$ cat src/rtl/bmdma_pkg.sv
package bmdma_pkg;
  // word map
  localparam int unsigned WORD_CTRL = 0;
  localparam int unsigned WORD_TBL  = 1;
  // byte lanes inside the control word
  localparam int unsigned LANE_CMD  = 0;
  localparam int unsigned LANE_STAT = 2;
  // control byte fields
  localparam int unsigned CMD_RUN   = 0;
  localparam int unsigned CMD_DIR   = 3;
  // status byte fields
  localparam int unsigned ST_ACT    = 0;
  localparam int unsigned ST_ERR    = 1;
  localparam int unsigned ST_IRQ    = 2;
  localparam int unsigned ST_CAP0   = 5;
  localparam int unsigned ST_CAP1   = 6;

  typedef struct packed {
    logic       act;
    logic       err;
    logic       irq;
    logic [1:0] cap;
  } stat_t;

  function automatic logic [7:0] pack_stat(stat_t s);
    logic [7:0] b;
    b = '0;
    b[ST_ACT]  = s.act;
    b[ST_ERR]  = s.err;
    b[ST_IRQ]  = s.irq;
    b[ST_CAP0] = s.cap[0];
    b[ST_CAP1] = s.cap[1];
    return b;
  endfunction
endpackage

$ cat src/rtl/bmdma_cmd_reg.sv
module bmdma_cmd_reg (
  input  logic       clk_i,
  input  logic       rst_ni,
  input  logic       wr_i,
  input  logic       run_wd_i,
  input  logic       dir_wd_i,
  output logic       run_o,
  output logic       run_next_o,
  output logic       dir_o,
  output logic [7:0] cmd_byte_o
);
  import bmdma_pkg::*;

  logic run_q, dir_q;

  assign run_next_o = wr_i ? run_wd_i : run_q;

  always_ff @(posedge clk_i or negedge rst_ni) begin
    if (!rst_ni) begin
      run_q <= 1'b0;
      dir_q <= 1'b0;
    end else if (wr_i) begin
      run_q <= run_wd_i;
      dir_q <= dir_wd_i;
    end
  end

  always_comb begin
    cmd_byte_o          = '0;
    cmd_byte_o[CMD_RUN] = run_q;
    cmd_byte_o[CMD_DIR] = dir_q;
  end

  assign run_o = run_q;
  assign dir_o = dir_q;
endmodule

$ cat src/rtl/bmdma_stat_reg.sv
module bmdma_stat_reg (
  input  logic       clk_i,
  input  logic       rst_ni,
  input  logic       wr_i,
  input  logic       err_w1c_i,
  input  logic       irq_w1c_i,
  input  logic [1:0] cap_wd_i,
  input  logic       run_next_i,
  input  logic       eng_active_i,
  input  logic       eng_err_set_i,
  input  logic       eng_irq_set_i,
  output logic [7:0] stat_byte_o,
  output logic       irq_o,
  output logic       ok_o
);
  import bmdma_pkg::*;

  stat_t st_q, st_d;

  always_comb begin
    st_d     = st_q;
    // running bit: engine state gated by the run command after this cycle's write
    st_d.act = eng_active_i & run_next_i;
    // event flags: set has priority over write-one-to-clear
    st_d.err = eng_err_set_i | (st_q.err & ~(wr_i & err_w1c_i));
    st_d.irq = eng_irq_set_i | (st_q.irq & ~(wr_i & irq_w1c_i));
    if (wr_i) st_d.cap = cap_wd_i;
  end

  always_ff @(posedge clk_i or negedge rst_ni) begin
    if (!rst_ni) st_q <= '0;
    else         st_q <= st_d;
  end

  assign stat_byte_o = pack_stat(st_q);
  assign irq_o       = st_q.irq;
  assign ok_o        = st_q.irq & ~st_q.err & ~st_q.act;
endmodule

$ cat src/rtl/bmdma_tbl_reg.sv
module bmdma_tbl_reg #(
  parameter int unsigned DATA_W = 32,
  parameter int unsigned TBL_W  = 32
) (
  input  logic                clk_i,
  input  logic                rst_ni,
  input  logic                wr_i,
  input  logic [DATA_W/8-1:0] be_i,
  input  logic [TBL_W-1:0]    wdata_i,
  output logic [TBL_W-1:0]    tbl_o
);
  localparam int unsigned TBL_LANES = TBL_W / 8;

  for (genvar l = 0; l < TBL_LANES; l++) begin : g_lane
    logic [7:0] byte_q;
    always_ff @(posedge clk_i or negedge rst_ni) begin
      if (!rst_ni)             byte_q <= '0;
      else if (wr_i && be_i[l]) byte_q <= wdata_i[l*8 +: 8];
    end
    assign tbl_o[l*8 +: 8] = byte_q;
  end

  if (TBL_LANES < DATA_W / 8) begin : g_be_spare
    logic unused_be;
    assign unused_be = ^be_i[DATA_W/8-1:TBL_LANES];
  end
endmodule

$ cat src/rtl/bmdma_regs.sv
module bmdma_regs #(
  parameter int unsigned DATA_W = 32,
  parameter int unsigned ADDR_W = 2,
  parameter int unsigned TBL_W  = 32
) (
  input  logic                clk_i,
  input  logic                rst_ni,
  input  logic                reg_we_i,
  input  logic [ADDR_W-1:0]   reg_addr_i,
  input  logic [DATA_W/8-1:0] reg_be_i,
  input  logic [DATA_W-1:0]   reg_wdata_i,
  output logic [DATA_W-1:0]   reg_rdata_o,
  input  logic                eng_active_i,
  input  logic                eng_err_set_i,
  input  logic                eng_irq_set_i,
  output logic                eng_start_o,
  output logic                eng_to_mem_o,
  output logic [TBL_W-1:0]    eng_table_base_o,
  output logic                irq_o,
  output logic                xfer_ok_o
);
  import bmdma_pkg::*;

  logic       sel_ctrl, sel_tbl;
  logic       wr_cmd, wr_stat, wr_tbl;
  logic [7:0] cmd_wd, stat_wd;
  logic [7:0] cmd_byte, stat_byte;
  logic       run_next;

  assign sel_ctrl = (reg_addr_i == ADDR_W'(WORD_CTRL));
  assign sel_tbl  = (reg_addr_i == ADDR_W'(WORD_TBL));
  assign wr_cmd   = reg_we_i & sel_ctrl & reg_be_i[LANE_CMD];
  assign wr_stat  = reg_we_i & sel_ctrl & reg_be_i[LANE_STAT];
  assign wr_tbl   = reg_we_i & sel_tbl;
  assign cmd_wd   = reg_wdata_i[LANE_CMD*8 +: 8];
  assign stat_wd  = reg_wdata_i[LANE_STAT*8 +: 8];

  bmdma_cmd_reg u_cmd (
    .clk_i      (clk_i),
    .rst_ni     (rst_ni),
    .wr_i       (wr_cmd),
    .run_wd_i   (cmd_wd[CMD_RUN]),
    .dir_wd_i   (cmd_wd[CMD_DIR]),
    .run_o      (eng_start_o),
    .run_next_o (run_next),
    .dir_o      (eng_to_mem_o),
    .cmd_byte_o (cmd_byte)
  );

  bmdma_stat_reg u_stat (
    .clk_i         (clk_i),
    .rst_ni        (rst_ni),
    .wr_i          (wr_stat),
    .err_w1c_i     (stat_wd[ST_ERR]),
    .irq_w1c_i     (stat_wd[ST_IRQ]),
    .cap_wd_i      ({stat_wd[ST_CAP1], stat_wd[ST_CAP0]}),
    .run_next_i    (run_next),
    .eng_active_i  (eng_active_i),
    .eng_err_set_i (eng_err_set_i),
    .eng_irq_set_i (eng_irq_set_i),
    .stat_byte_o   (stat_byte),
    .irq_o         (irq_o),
    .ok_o          (xfer_ok_o)
  );

  bmdma_tbl_reg #(
    .DATA_W (DATA_W),
    .TBL_W  (TBL_W)
  ) u_tbl (
    .clk_i   (clk_i),
    .rst_ni  (rst_ni),
    .wr_i    (wr_tbl),
    .be_i    (reg_be_i),
    .wdata_i (reg_wdata_i[TBL_W-1:0]),
    .tbl_o   (eng_table_base_o)
  );

  always_comb begin
    reg_rdata_o = '0;
    if (sel_ctrl) begin
      reg_rdata_o[LANE_CMD*8 +: 8]  = cmd_byte;
      reg_rdata_o[LANE_STAT*8 +: 8] = stat_byte;
    end else if (sel_tbl) begin
      reg_rdata_o[TBL_W-1:0] = eng_table_base_o;
    end
  end

  logic unused_wd;
  assign unused_wd = ^{cmd_wd[7:4], cmd_wd[2:1], stat_wd[7], stat_wd[4:3], stat_wd[0]};
endmodule

$ cat config.mk
export PLATFORM = sky130hd
export DESIGN_NAME = bmdma_regs
export DESIGN_NICKNAME = d
export VERILOG_FILES = /design/src/rtl/bmdma_pkg.sv /design/src/rtl/bmdma_cmd_reg.sv /design/src/rtl/bmdma_stat_reg.sv /design/src/rtl/bmdma_tbl_reg.sv /design/src/rtl/bmdma_regs.sv
export SDC_FILE = /design/constraint.sdc
export NUM_CORES = 1
export LEC_CHECK = 0
export ABC_AREA = 0
export BUFFER_PORTS_ARGS = -buffer_cell sky130_fd_sc_hd__buf_2
export CORE_MARGIN = 5
export CORE_UTILIZATION = 46
export DETAILED_ROUTE_END_ITERATION = 7
export PLACE_DENSITY = 0.92
export SYNTH_ARGS = -nofsm -noshare
export SYNTH_HDL_FRONTEND = slang
export SYNTH_SLANG_ARGS = --single-unit
$ cat constraint.sdc
create_clock -name clk_i -period 2.2 [get_ports clk_i]
set_input_delay 0.44 -clock clk_i [delete_from_list [all_inputs] [get_ports clk_i]]
set_output_delay 0.44 -clock clk_i [all_outputs]
set_load 0.02 [all_outputs]
==> impl_metrics.tcl <==
set metrics [dict create \
    status "finished clean" \
    p_per_area_nw_per_um2 930.0 \
    drive_above_1_share_pct 64.29 \
    cts_repair_resize_count 0 \
    finalNetCount 295 \
    r2r_slack_ns 1.41 \
    p_leak_nw 1.397 \
    pin_count 112 \
    fmax_ghz 0.5494 \
    antenna_cells 0 \
    routed_wirelength_mm 4.384 \
    fp.dieH_um 73.19 \
    synth_fp_nets 180 \
    startpoint_type "input port" \
    clk_latency_ns 0.28 \
    crit_arrival_ns 1.38 \
    yosysUniqueCellTypes 17 \
    r2r_start "u_cmd.run_o" \
    grt_overflow 0 \
    port_buffers 111 \
    start_util_pct 46.59 \
    htree_levels 2 \
    cts_tree "yes" \
    grt_pass1_wl_mm 6.900 \
    placed_cells 294 \
    synthCells 136 \
    post-route-drc-count 0 \
    avgSynthCellArea_um2 13.51 \
    synthesis.area_um2 1837 \
    postCtsHoldBufs 0 \
    coreArea_um2 3943 \
    gp_congestion 0.7246 \
    fin_skew_ns 0.006158 \
    rsz0062_at_grt "false" \
    post_drt_via_cell_ratio 4.791 \
    final-max-slew-violation-count 0 \
    finalCriticalPeriod_ns 1.820 \
    synth_warnings 0 \
    ys_seq_elements 39 \
    worstMarginPinSlew_ns 0.8391 \
    hold_path.class "in2async" \
    die_x_um 73.19 \
    die-area_um2 5357 \
    relSlewSlack_pct 44.06 \
    end_kind "output port" \
    cts_made_buffers 5 \
    yosysTopAreaCellShare_pct 53.13 \
    finalCritPeriodShare_pct 82.73 \
    path_max_fanout 25 \
    r2r-end "u_cmd.run_o" \
    synth_seq_area_share_pct 53.13 \
    setup_tns_ns 0 \
    dr.pass1.iters 2 \
    final_antenna_net_count 0 \
    track_usage_pct 16.90 \
    num_vias 1447 \
    max-vdd-ir-drop_uv 554.1 \
    grt_max_degree 40 \
    fin_cells 302 \
    synth.largest_area_cell "dfrtp_1" \
    grt_pass1_vias 1464 \
    cts_buffer_depth 2 \
    cts.sinks 39 \
    cts_root_buf "clkbuf_8" \
    criticalPathCategory "in2out" \
    antenna_found_initial 0 \
    drtIter0Drc 28 \
    syn_to_final_growth_pct 39.99 \
    reg2reg_depth 1 \
    routedWlPerCell_um 14.52 \
    cp.required_ns 1.76 \
    netlist_top_cells_area "dfrtp_1, mux2_2, and2_1" \
    drv_cap 0 \
    clk_pin_slew_worst_paths_ns 0.08 \
    setup_viol 0 \
    rows 23 \
    dp_hpwl_mm 3.517 \
    cts_setup_buffers 0 \
    hold_viol_final 0 \
]
-- stage by stage --
| stage | hold WS [ns] | setup slack [ns] | utilization, % | total power, W | instance area, µm² |
|---|---|---|---|---|---|
| 3_5_place_dp | 0.5004 | 0.3710 | 61.85 | 0.001726 | 2439 |
| 5_1_grt | 0.3227 | 0.3068 | 65.22 | 0.002521 | 2571 |
| 4_1_cts | 0.2801 | 0.3688 | 65.22 | 0.002422 | 2571 |
| 6_report | 0.2574 | 0.3799 | 65.22 | 0.002391 | 2571 |
| 3_3_place_gp | 0.4901 | 0.4002 | 61.85 | 0.001699 | 2439 |
| 2_1_floorplan | 0.1444 | 0.6234 | - | 0.001423 | 1837 |
-- cells by family after synthesis --
| kind of cell | after synthesis | synth area share (%) |
|---|---|---|
| AOI/OAI and AO/OA | 2 | 0.6811 |
| buffers and inverters | 7 | 2.112 |
| DFF | 39 | 53.13 |
| muxes | 44 | 26.43 |
| and+or+nand+nor | 44 | 17.64 |
-- worst max-delay path by stage --
stage                             start         endpoint  depth (start not counted)
after floorplan           reg_addr_i[1]  reg_rdata_o[10]                          3
after global placement    reg_addr_i[1]  reg_rdata_o[27]                          5
after detailed placement  reg_addr_i[1]  reg_rdata_o[25]                          5
after CTS                 reg_addr_i[1]   reg_rdata_o[1]                          5
after global routing      reg_addr_i[1]   reg_rdata_o[1]                          5
final                     reg_addr_i[1]  reg_rdata_o[24]                          5
-- Yosys cell counts --
cell type / n
and4bb_2: 2
and2b_1: 1
nand4b_2: 1
mux2_2: 36
buf_4: 1
nand2_1: 2
inv_1: 2
nand4b_4: 3
mux2i_1: 8
buf_2: 1
nor2_1: 9
buf_6: 1
dfrtp_1: 39
nor3b_1: 1
a31oi_1: 2
and2_1: 25
clkbuf_1: 2
-- critical path: stages --
cell     delay, ns
buf_2         0.21
and2b_1       0.20
buf_4         0.19
and2_1        0.17
buf_2         0.16
-- registers in the layout, summed over array words and instances (netlist names) --
signal and cells:
u_tbl.g_lane.byte_q 32, u_stat.stat_byte_o 4, u_cmd.dir_o 1, u_cmd.run_o 1, u_stat.irq_o 1
-- layout by cell type (no fill, tap or decap), types with 3 or more instances in the layout --
master	instances
buf_2	111
dfrtp_1	39
mux2_2	36
and2_1	25
nor2_1	9
mux2i_1	8
clkbuf_8	5
nand4b_4	3
-- routing by layer --
layer | vias up | global-route usage, % | share of wire [%]
met5 | - | 0 | 0
met4 | 0 | 4.918 | 1.6
met3 | 8 | 6.474 | 10
met2 | 69 | 29.69 | 52
met1 | 668 | 18.85 | 36
li1 | 702 | - | -
-- area by class of cell --
cell class              instances  area [µm²]
multi-input cells              90       822.0
repair buffers                113       570.5
inverters                       2       7.507
well taps                      50       62.56
clock inverters                 2       60.06
flip-flops and latches         39       975.9
fillers                       322        1371
clock buffers                   6       72.57
-- report_power, final --
| group | total [W] | switching (W) | internal (W) |
|---|---|---|---|
| Sequential | 0.000968 | 0.000102 | 0.000867 |
| Combinational | 0.000732 | 0.000425 | 0.000307 |
| Clock | 0.000691 | 0.000238 | 0.000453 |
No activity file was read; power rests on OpenSTA's default activity.
